[src/rtl/regport_pkg.sv]
package regport_pkg;

  localparam int NUM_SIDES = 2;

  typedef enum logic [1:0] {
    IRQ_LVL_HI   = 2'd0,
    IRQ_LVL_LO   = 2'd1,
    IRQ_PULSE_HI = 2'd2,
    IRQ_PULSE_LO = 2'd3
  } irq_mode_e;

  typedef enum logic [2:0] {
    RI_IDENT   = 3'd0,
    RI_SCRATCH = 3'd1,
    RI_STATUS  = 3'd2,
    RI_ENABLE  = 3'd3,
    RI_MODE    = 3'd4
  } reg_idx_e;

  typedef struct packed {
    logic idx_we;
    logic dat_we;
  } side_req_t;

endpackage

[src/rtl/regport_bus_front.sv]
module regport_bus_front
  import regport_pkg::*;
(
  input  logic      clk,
  input  logic      rst_n,
  input  logic      cs_n,
  input  logic      rd_n,
  input  logic      wr_n,
  input  logic [1:0] addr,
  output side_req_t req [NUM_SIDES],
  output logic      rd_fire
);

  logic wr_act, rd_act, wr_q, rd_q, wr_fire;

  assign wr_act = ~cs_n & ~wr_n;
  assign rd_act = ~cs_n & ~rd_n;

  // one access per strobe assertion: act only on the first sampled cycle
  always_ff @(posedge clk or negedge rst_n) begin
    if (!rst_n) begin
      wr_q <= 1'b0;
      rd_q <= 1'b0;
    end else begin
      wr_q <= wr_act;
      rd_q <= rd_act;
    end
  end

  assign wr_fire = wr_act & ~wr_q;
  assign rd_fire = rd_act & ~rd_q & ~wr_act;

  // bit 1 picks the side, bit 0 picks command (1) or data (0)
  for (genvar s = 0; s < NUM_SIDES; s++) begin : g_sel
    assign req[s].idx_we = wr_fire & (addr[1] == 1'(s)) &  addr[0];
    assign req[s].dat_we = wr_fire & (addr[1] == 1'(s)) & ~addr[0];
  end

endmodule

[src/rtl/regport_irq_shaper.sv]
module regport_irq_shaper
  import regport_pkg::*;
#(
  parameter int PULSE_LEN = 4
) (
  input  logic      clk,
  input  logic      rst_n,
  input  logic      masked,
  input  irq_mode_e mode,
  output logic      irq
);

  localparam int CW = $clog2(PULSE_LEN + 1);

  logic          lvl_q;
  logic [CW-1:0] cnt;
  logic          pulse;

  always_ff @(posedge clk or negedge rst_n) begin
    if (!rst_n) begin
      lvl_q <= 1'b0;
      cnt   <= '0;
    end else begin
      lvl_q <= masked;
      if (masked && !lvl_q)  cnt <= CW'(PULSE_LEN);
      else if (cnt != '0)    cnt <= cnt - CW'(1);
    end
  end

  assign pulse = (cnt != '0);

  always_comb begin
    unique case (mode)
      IRQ_LVL_HI:   irq = lvl_q;
      IRQ_LVL_LO:   irq = ~lvl_q;
      IRQ_PULSE_HI: irq = pulse;
      IRQ_PULSE_LO: irq = ~pulse;
      default:      irq = lvl_q;
    endcase
  end

endmodule

[src/rtl/regport_side.sv]
module regport_side
  import regport_pkg::*;
#(
  parameter int          DATA_W    = 16,
  parameter int          EVT_W     = 8,
  parameter int          IDX_W     = 3,
  parameter logic [15:0] IDENT     = 16'h0000,
  parameter int          PULSE_LEN = 4
) (
  input  logic              clk,
  input  logic              rst_n,
  input  side_req_t         req,
  input  logic [DATA_W-1:0] wdata,
  input  logic [EVT_W-1:0]  evt,
  output logic [IDX_W-1:0]  idx_o,
  output logic [DATA_W-1:0] rd_val,
  output irq_mode_e         mode_o,
  output logic              masked_o,
  output logic              irq
);

  localparam logic [IDX_W-1:0] I_IDENT   = IDX_W'(RI_IDENT);
  localparam logic [IDX_W-1:0] I_SCRATCH = IDX_W'(RI_SCRATCH);
  localparam logic [IDX_W-1:0] I_STATUS  = IDX_W'(RI_STATUS);
  localparam logic [IDX_W-1:0] I_ENABLE  = IDX_W'(RI_ENABLE);
  localparam logic [IDX_W-1:0] I_MODE    = IDX_W'(RI_MODE);

  logic [IDX_W-1:0]  idx;
  logic              idx_vld;
  logic [DATA_W-1:0] scratch;
  logic [EVT_W-1:0]  status, enable, clr_mask;
  irq_mode_e         mode;
  logic              hit;

  assign hit      = req.dat_we & idx_vld;
  assign clr_mask = (hit && idx == I_STATUS) ? wdata[EVT_W-1:0] : '0;

  always_ff @(posedge clk or negedge rst_n) begin
    if (!rst_n) begin
      idx     <= '0;
      idx_vld <= 1'b0;
      scratch <= '0;
      status  <= '0;
      enable  <= '0;
      mode    <= IRQ_LVL_HI;
    end else begin
      if (req.idx_we) begin
        idx     <= wdata[IDX_W-1:0];
        idx_vld <= 1'b1;
      end
      if (hit && idx == I_SCRATCH) scratch <= wdata;
      if (hit && idx == I_ENABLE)  enable  <= wdata[EVT_W-1:0];
      if (hit && idx == I_MODE)    mode    <= irq_mode_e'(wdata[1:0]);
      // set takes priority over a same-edge clear
      status <= (status & ~clr_mask) | evt;
    end
  end

  always_comb begin
    rd_val = '0;
    if (idx_vld) begin
      case (idx)
        I_IDENT:   rd_val = DATA_W'(IDENT);
        I_SCRATCH: rd_val = scratch;
        I_STATUS:  rd_val[EVT_W-1:0] = status;
        I_ENABLE:  rd_val[EVT_W-1:0] = enable;
        I_MODE:    rd_val[1:0] = mode;
        default:   rd_val = '0;
      endcase
    end
  end

  assign idx_o    = idx;
  assign mode_o   = mode;
  assign masked_o = |(status & enable);

  regport_irq_shaper #(.PULSE_LEN(PULSE_LEN)) u_shape (
    .clk    (clk),
    .rst_n  (rst_n),
    .masked (masked_o),
    .mode   (mode),
    .irq    (irq)
  );

endmodule

[src/rtl/dual_regport.sv]
module dual_regport
  import regport_pkg::*;
#(
  parameter int          DATA_W    = 16,
  parameter int          EVT_W     = 8,
  parameter int          IDX_W     = 3,
  parameter logic [15:0] HOST_ID   = 16'hA0C1,
  parameter logic [15:0] DEV_ID    = 16'hD0E5,
  parameter int          PULSE_LEN = 4
) (
  input  logic              clk,
  input  logic              rst_n,
  input  logic              cs_n,
  input  logic              rd_n,
  input  logic              wr_n,
  input  logic [1:0]        addr,
  input  logic [DATA_W-1:0] wdata,
  output logic [DATA_W-1:0] rdata,
  input  logic [EVT_W-1:0]  host_evt,
  input  logic [EVT_W-1:0]  dev_evt,
  output logic              host_irq,
  output logic              dev_irq
);

  side_req_t         req        [NUM_SIDES];
  logic [EVT_W-1:0]  evt        [NUM_SIDES];
  logic [IDX_W-1:0]  side_idx   [NUM_SIDES];
  logic [DATA_W-1:0] side_rd    [NUM_SIDES];
  irq_mode_e         side_mode  [NUM_SIDES];
  logic              side_masked[NUM_SIDES];
  logic              side_irq   [NUM_SIDES];
  logic              rd_fire;
  logic [DATA_W-1:0] idx_ext;

  regport_bus_front u_front (
    .clk     (clk),
    .rst_n   (rst_n),
    .cs_n    (cs_n),
    .rd_n    (rd_n),
    .wr_n    (wr_n),
    .addr    (addr),
    .req     (req),
    .rd_fire (rd_fire)
  );

  assign evt[0] = host_evt;
  assign evt[1] = dev_evt;

  for (genvar s = 0; s < NUM_SIDES; s++) begin : g_side
    regport_side #(
      .DATA_W    (DATA_W),
      .EVT_W     (EVT_W),
      .IDX_W     (IDX_W),
      .IDENT     ((s == 0) ? HOST_ID : DEV_ID),
      .PULSE_LEN (PULSE_LEN)
    ) u_side (
      .clk      (clk),
      .rst_n    (rst_n),
      .req      (req[s]),
      .wdata    (wdata),
      .evt      (evt[s]),
      .idx_o    (side_idx[s]),
      .rd_val   (side_rd[s]),
      .mode_o   (side_mode[s]),
      .masked_o (side_masked[s]),
      .irq      (side_irq[s])
    );
  end

  always_comb begin
    idx_ext = '0;
    idx_ext[IDX_W-1:0] = side_idx[addr[1]];
  end

  always_ff @(posedge clk or negedge rst_n) begin
    if (!rst_n)       rdata <= '0;
    else if (rd_fire) rdata <= addr[0] ? idx_ext : side_rd[addr[1]];
  end

  assign host_irq = side_irq[0];
  assign dev_irq  = side_irq[1];

endmodule

[config.mk]
export PLATFORM = sky130hd
export DESIGN_NAME = dual_regport
export DESIGN_NICKNAME = d
export VERILOG_FILES = /design/src/rtl/regport_pkg.sv /design/src/rtl/regport_bus_front.sv /design/src/rtl/regport_irq_shaper.sv /design/src/rtl/regport_side.sv /design/src/rtl/dual_regport.sv
export SDC_FILE = /design/constraint.sdc
export NUM_CORES = 1
export LEC_CHECK = 0
export CORE_MARGIN = 2
export CORE_UTILIZATION = 30
export DETAILED_ROUTE_END_ITERATION = 7
export MAX_ROUTING_LAYER = met4
export PLACE_DENSITY = 0.58
export SLEW_MARGIN = 30
export SYNTH_ARGS = -nofsm -noshare
export SYNTH_HDL_FRONTEND = slang
export SYNTH_SLANG_ARGS = --single-unit
[constraint.sdc]
create_clock -name clk -period 2.35 [get_ports clk]
set_input_delay 0.3525 -clock clk [delete_from_list [all_inputs] [get_ports clk]]
set_output_delay 0.3525 -clock clk [all_outputs]
set_load 0.005 [all_outputs]
Word-level counts from Yosys, hierarchy flattened
Index checks and enable logic that the tools add are counted.

word-level totals
  bits in read-only memories = 0
  input port bits = 39
  register bits = 102
  latch bits = 0
  memories = 0
  output and inout port bits = 18
  memory bits (writable) = 0

cells by class
  bitwise gates (word level) = 34
  multiplexer cells = 23
  div/mod/pow operators = 0
  shifts and indexed selects = 0
  equal/unequal tests = 14
  add/sub/neg operators = 2
  reductions and logical operators = 22
  order comparisons = 1
  $mul = 0

operators with widths
  cell                   count
  $mux W16               6
  $pmux W6 S4            2
  $and A8 B8 Y8          4
  $pmux W8 S2            2
  $mux W3                7
  $pmux W2 S5            2
  $mux W8                2
  $not A8 Y8             2
  $or A8 B8 Y8           2
  $reduce_or A8 Y1       2
  $and A1 B1 Y1          13
  $eq A3 B2 Y1 const B   4
  $not A1 Y1             12
  $logic_and A1 B1 Y1    10
  $eq A2 B2 Y1 const B   4
  $pmux W1 S4            2
  $eq A3 B1 Y1 const B   2
  $eq A3 B3 Y1 const B   2
  $logic_not A3 Y1       2
  $reduce_bool A3 Y1     2
  $sub A3 B1 Y3 const B  2
  $eq A2 B1 Y1 const B   2
  $logic_not A2 Y1       2
  $reduce_bool A2 Y1     2
  3 further kinds        4

Depth between registers and ports, before layout
  depth in word-level cells = 11
  gate-level depth with buffers = 6
  mapped depth without buffers = 5

By module
From an unflattened synthesis, not the netlist that was laid out.

unflattened totals
  cells, all modules = 425
  area, all modules = 5,124.9 µm²

modules (own cells, without submodules)
  module                           area each (µm²)  times used  cells each
  regport_side (g_side[1].u_side)  1,870.5          1           153
  regport_side (g_side[0].u_side)  1,841.8          1           148
  dual_regport                     870.8            1           75
  regport_irq_shaper               215.2            2           19
  regport_bus_front                111.4            1           11

Least setup slack after synthesis
Ideal clock, no wire load.

  path kind = input to register
  start point = in addr[0]
  end point = reg g_side[0].u_side.scratch[10]
  buffers on the path = 3
  arrival time = 1,983 ps
  stages = 6
  setup time = 125 ps
  slack = 242 ps
  cells stage by stage = buf_6 or4_4 or3_1 buf_6 buf_6 mux2_4

between the ends
  cells in the longest elaborated chain, start to end = 4

ends and longest elaborated chain
  what                  line                     text
  from (decl)           dual_regport.sv:16       input logic [1:0] addr,
  $not A1 Y1            regport_bus_front.sv:36  assign req[s].dat_we = wr_fire & (addr[1] == 1'(s)) & ~addr[0];
  $and A1 B1 Y1         regport_bus_front.sv:36
  $and A1 B1 Y1         regport_side.sv:35       assign hit = req.dat_we & idx_vld;
  $logic_and A1 B1 Y1   regport_side.sv:51       if (hit && idx == I_SCRATCH) scratch <= wdata;
  to (signal assigned)  regport_side.sv:51
  to (decl)             regport_side.sv:30       logic [DATA_W-1:0] scratch;

No other way between the ends.
A chain may end at the register's enable or synchronous reset.

Worst setup path after layout
  start point = in cs_n
  end point = reg rdata[0]

between the ends
  cells in the longest elaborated chain, start to end = 4
  elaborated cells between the ends (all ways) = 6

ends and longest elaborated chain
  what                                                line                                              text
  from (decl)                                         dual_regport.sv:13                                input logic cs_n,
  $not A1 Y1 (*)                                      regport_bus_front.sv:16, regport_bus_front.sv:17
  $and A1 B1 Y1, on equally long branches             regport_bus_front.sv:17, regport_bus_front.sv:16
  $and A1 B1 Y1 / $not A1 Y1 (equally long branches)  regport_bus_front.sv:31                           assign rd_fire = rd_act & ~rd_q & ~wr_act;
  $and A1 B1 Y1 (*)                                   regport_bus_front.sv:31
  to (signal assigned)                                dual_regport.sv:77                                else if (rd_fire) rdata <= addr[0] ? idx_ext : side_rd[addr[1]];
  to (decl)                                           dual_regport.sv:18                                output logic [DATA_W-1:0] rdata,

Mark *: on every way between the ends. The rest lies on a longest branch, timed or not.

==> results.py <==
metrics = {
    "run_status": {
        "outcome": "completed",
    },
    "route": {
        "drtIter0Drc": 218,
        "remaining_drc_errors": 0,
        "viasPerCell": 4.79,
        "num_vias": 3346,
        "wl_per_cell_um": 16.8,
        "postRouteAntennaNets": 0,
        "wirelength_um": 11700,
        "first_pass_iters": 4,
    },
    "clocking": {
        "clk_latency_ns": 0.35,
        "numCtsBuffers": 9,
        "cts_tree": "done",
        "cts-root-buf": "clkbuf_16",
        "post_cts_buffers": 0,
        "htreeDepth": 3,
        "clk_pin_slew_worst_paths_ns": 0.07,
        "cts_sinks": 102,
        "clockBufferDepth": 2,
    },
    "yosys": {
        "ys_seq_area_share_pct": 53.6,
        "synth_cell_types": 43,
        "synth_top_family_by_area": "multiplexers",
        "synth_warnings": 0,
        "syn_area_um2": 4760,
        "synthAdderAreaFrac_pct": 1.05,
        "synth-seq-cells": 102,
        "syn_area_per_cell_um2": 11.8,
        "netlist_instances": 402,
        "synthSimpleGateAreaFrac_pct": 11.0,
        "muxShareOfSynthArea_pct": 19.0,
        "synthFlopType": "dfrtp_1",
        "synth_compound_area_share_pct": 11.6,
        "synth-xor-area-share_pct": 0.736,
        "synth_nets": 445,
        "synth-edff-count": 0,
        "ys_async_sr_fraction_pct": 100,
    },
    "floorplan": {
        "dieWidth_um": 130,
        "die_area_um2": 16900,
        "fp.coreArea_um2": 15700,
        "start_util_pct": 30.3,
        "rows": 46,
        "die_h_um": 130,
        "io_pins": 57,
    },
    "pwr": {
        "leakagePower_nw": 2.68,
        "power_density_nw_per_um2": 864,
        "peakVddDrop_v": 0.000400,
    },
    "critical_path": {
        "worstPathArrival_ns": 2.41,
        "required_ns": 2.63,
        "worstSetupPathType": "in2reg",
        "critPathSlowestCell": "or4b_1",
        "path_delay_family": "simple AND/OR/NAND/NOR gates",
        "end_kind": "flop",
        "worstPathMaxFanout": 6,
        "path_cells": "clkdlybuf4s50_1, or4b_1, or2_0, buf_4, or4_1, nand3_1",
        "crit_buf_inv": 2,
        "start_kind": "primary input",
        "crit_path_max_incr_delay_ns": 0.58,
    },
    "global_route": {
        "grtUsageTotal_pct": 15.5,
        "grt_pass1_vias": 3560,
        "antenna_found_initial": 0,
        "grt_overflow": 0,
        "grt_pass1_wl_um": 19300,
        "grt_max_degree": 54,
    },
    "timing": {
        "setup_viol": 0,
        "finalHoldViolCount": 0,
        "fin_crit_ns": 2.13,
        "fin_skew_ns": 0.00468,
        "postLayoutSetupSlackWorst_ns": 0.217,
        "period_share_pct": 90.8,
        "timing.fmax_mhz": 469,
        "maxSlewHeadroom_pct": 68.2,
        "tightest_slew_ns": 0.475,
        "drv_slew": 0,
        "rsz0062_at_grt": "false",
    },
    "job": {
        "maxCapViolCount": 0,
    },
    "placement": {
        "place.detailed.hpwl_um": 8520,
        "io_buffers": 56,
        "placed_cell_area_um2": 5730,
        "place.gp.congestion": 0.815,
        "dpl_worst_slack_ns": -0.103,
    },
    "final_layout": {
        "area.growth.synth_to_final_pct": 27.7,
        "n_antenna_cell": 0,
        "num-nets-final": 521,
        "finalInstanceArea_um2": 6080,
        "mostFrequentLayoutCells": "dfrtp_1 (102), clkdlybuf4s50_1 (53), mux2_2 (51)",
        "layout-drive-gt1-share_pct": 23.8,
        "layout_commonest_cell": "dfrtp_1",
    },
    "hold_path": {
        "hold_class": "in2async",
    },
}
area by class of cell:
cell class | count | area (µm²)
fillers | 1515 | 9630
flip-flops and latches | 102 | 2550
multi-input cells | 268 | 2090
repair buffers | 85 | 808
well taps | 216 | 270
clock buffers | 10 | 229
clock inverters | 6 | 86.3
inverters | 12 | 45.0
sequential cells by signal, summed over array words and instances (netlist names), 4 cells and up:
| name | count |
|---|---|
| g_side.u_side.mode_o | 4 |
| g_side.u_side.scratch | 32 |
| g_side.u_side.idx_o | 6 |
| rdata | 16 |
| g_side.u_side.u_shape.cnt | 6 |
| g_side.u_side.status | 16 |
| g_side.u_side.enable | 16 |
kinds of logic after synthesis:
group           count (synthesis)
fa+ha+maj                       4
simple gates                  102
mux                            79
compound gates                 79
buf+inv                        32
xor+xnor                        4
flops                         102
metrics by stage:
step	std cells	total power (W)	hold slack [ns]	util, %	setup TNS, ns
2_1_floorplan	402	0.00311	0.0569	-	0
3_3_place_gp	682	0.00360	0.284	36.4	-1.69
3_5_place_dp	682	0.00367	0.294	36.4	-2.50
4_1_cts	699	0.00528	0.461	38.5	0
5_1_grt	699	0.00558	0.497	38.7	0
6_report	699	0.00525	0.458	38.7	0
cells in the mapped netlist, types with 2 or more instances:
cell       count  area, µm²
mux2_2        51        574
nor3b_1        4       30.0
inv_1         12       45.0
xnor2_1        4       35.0
nand4_1        4       25.0
a21o_1        16        120
or3_1          3       18.8
a211o_1        2       17.5
nand2_1       37        139
clkbuf_1      12       45.0
mux2_4        10        150
a2111oi_0      2       17.5
a21oi_1        7       35.0
a211oi_1      10       75.1
nand3_1        3       15.0
dfrtp_1      102       2550
nor2b_1        5       31.3
buf_6          3       33.8
mux2i_1       18        180
o21ai_0       14       70.1
nor2_1        21       78.8
nand2b_1      11       68.8
buf_1          5       18.8
a221oi_1       6       52.6
a22oi_1       17        128
nor3_1         3       15.0
ha_1           4       50.1
where the power goes:
group / switching (W) / internal (W) / total [W] / leakage, nW
registers: 0.000238 / 0.00207 / 0.00231 / 1.27
logic: 0.000605 / 0.000753 / 0.00136 / 1.25
clock network: 0.000655 / 0.000932 / 0.00159 / 0.152
total: 0.00150 / 0.00375 / 0.00525 / 2.68
path summary, 6_finish.rpt:
path	from	end	cells after the start	slack [ns]
max reg2reg	g_side[0].u_side.idx_o[2]$_DFFE_PN0P_	g_side[0].u_side.enable[6]$_DFFE_PN0P_	5	0.35
min	rst_n	rdata[10]$_DFFE_PN0P_	2	0.46
min reg2reg	rdata[15]$_DFFE_PN0P_	rdata[15]$_DFFE_PN0P_	2	0.48
min in group clk	rdata[15]$_DFFE_PN0P_	rdata[15]$_DFFE_PN0P_	2	0.48
max in group asynchronous	rst_n	g_side[0].u_side.u_shape.lvl_q$_DFF_PN0_	3	1.24
max	cs_n	rdata[0]$_DFFE_PN0P_	6	0.22
what timing repair did:
| action | 4_1_cts | 5_1_grt |
|---|---|---|
| gates resized for setup | 0 | 7 |
| hold buffers | 1 | 0 |
| hold endpoints to repair | 25 | 0 |
| endpoints found under the setup margin | 0 | 2 |
metal layers:
layer / GRT usage [%] / share of wire [%]
met5: - / 0
met4: 6.45 / 2.3
met3: 2.17 / 3.6
met2: 24.3 / 49
met1: 20.3 / 45
No activity file was read; power rests on OpenSTA's default activity.
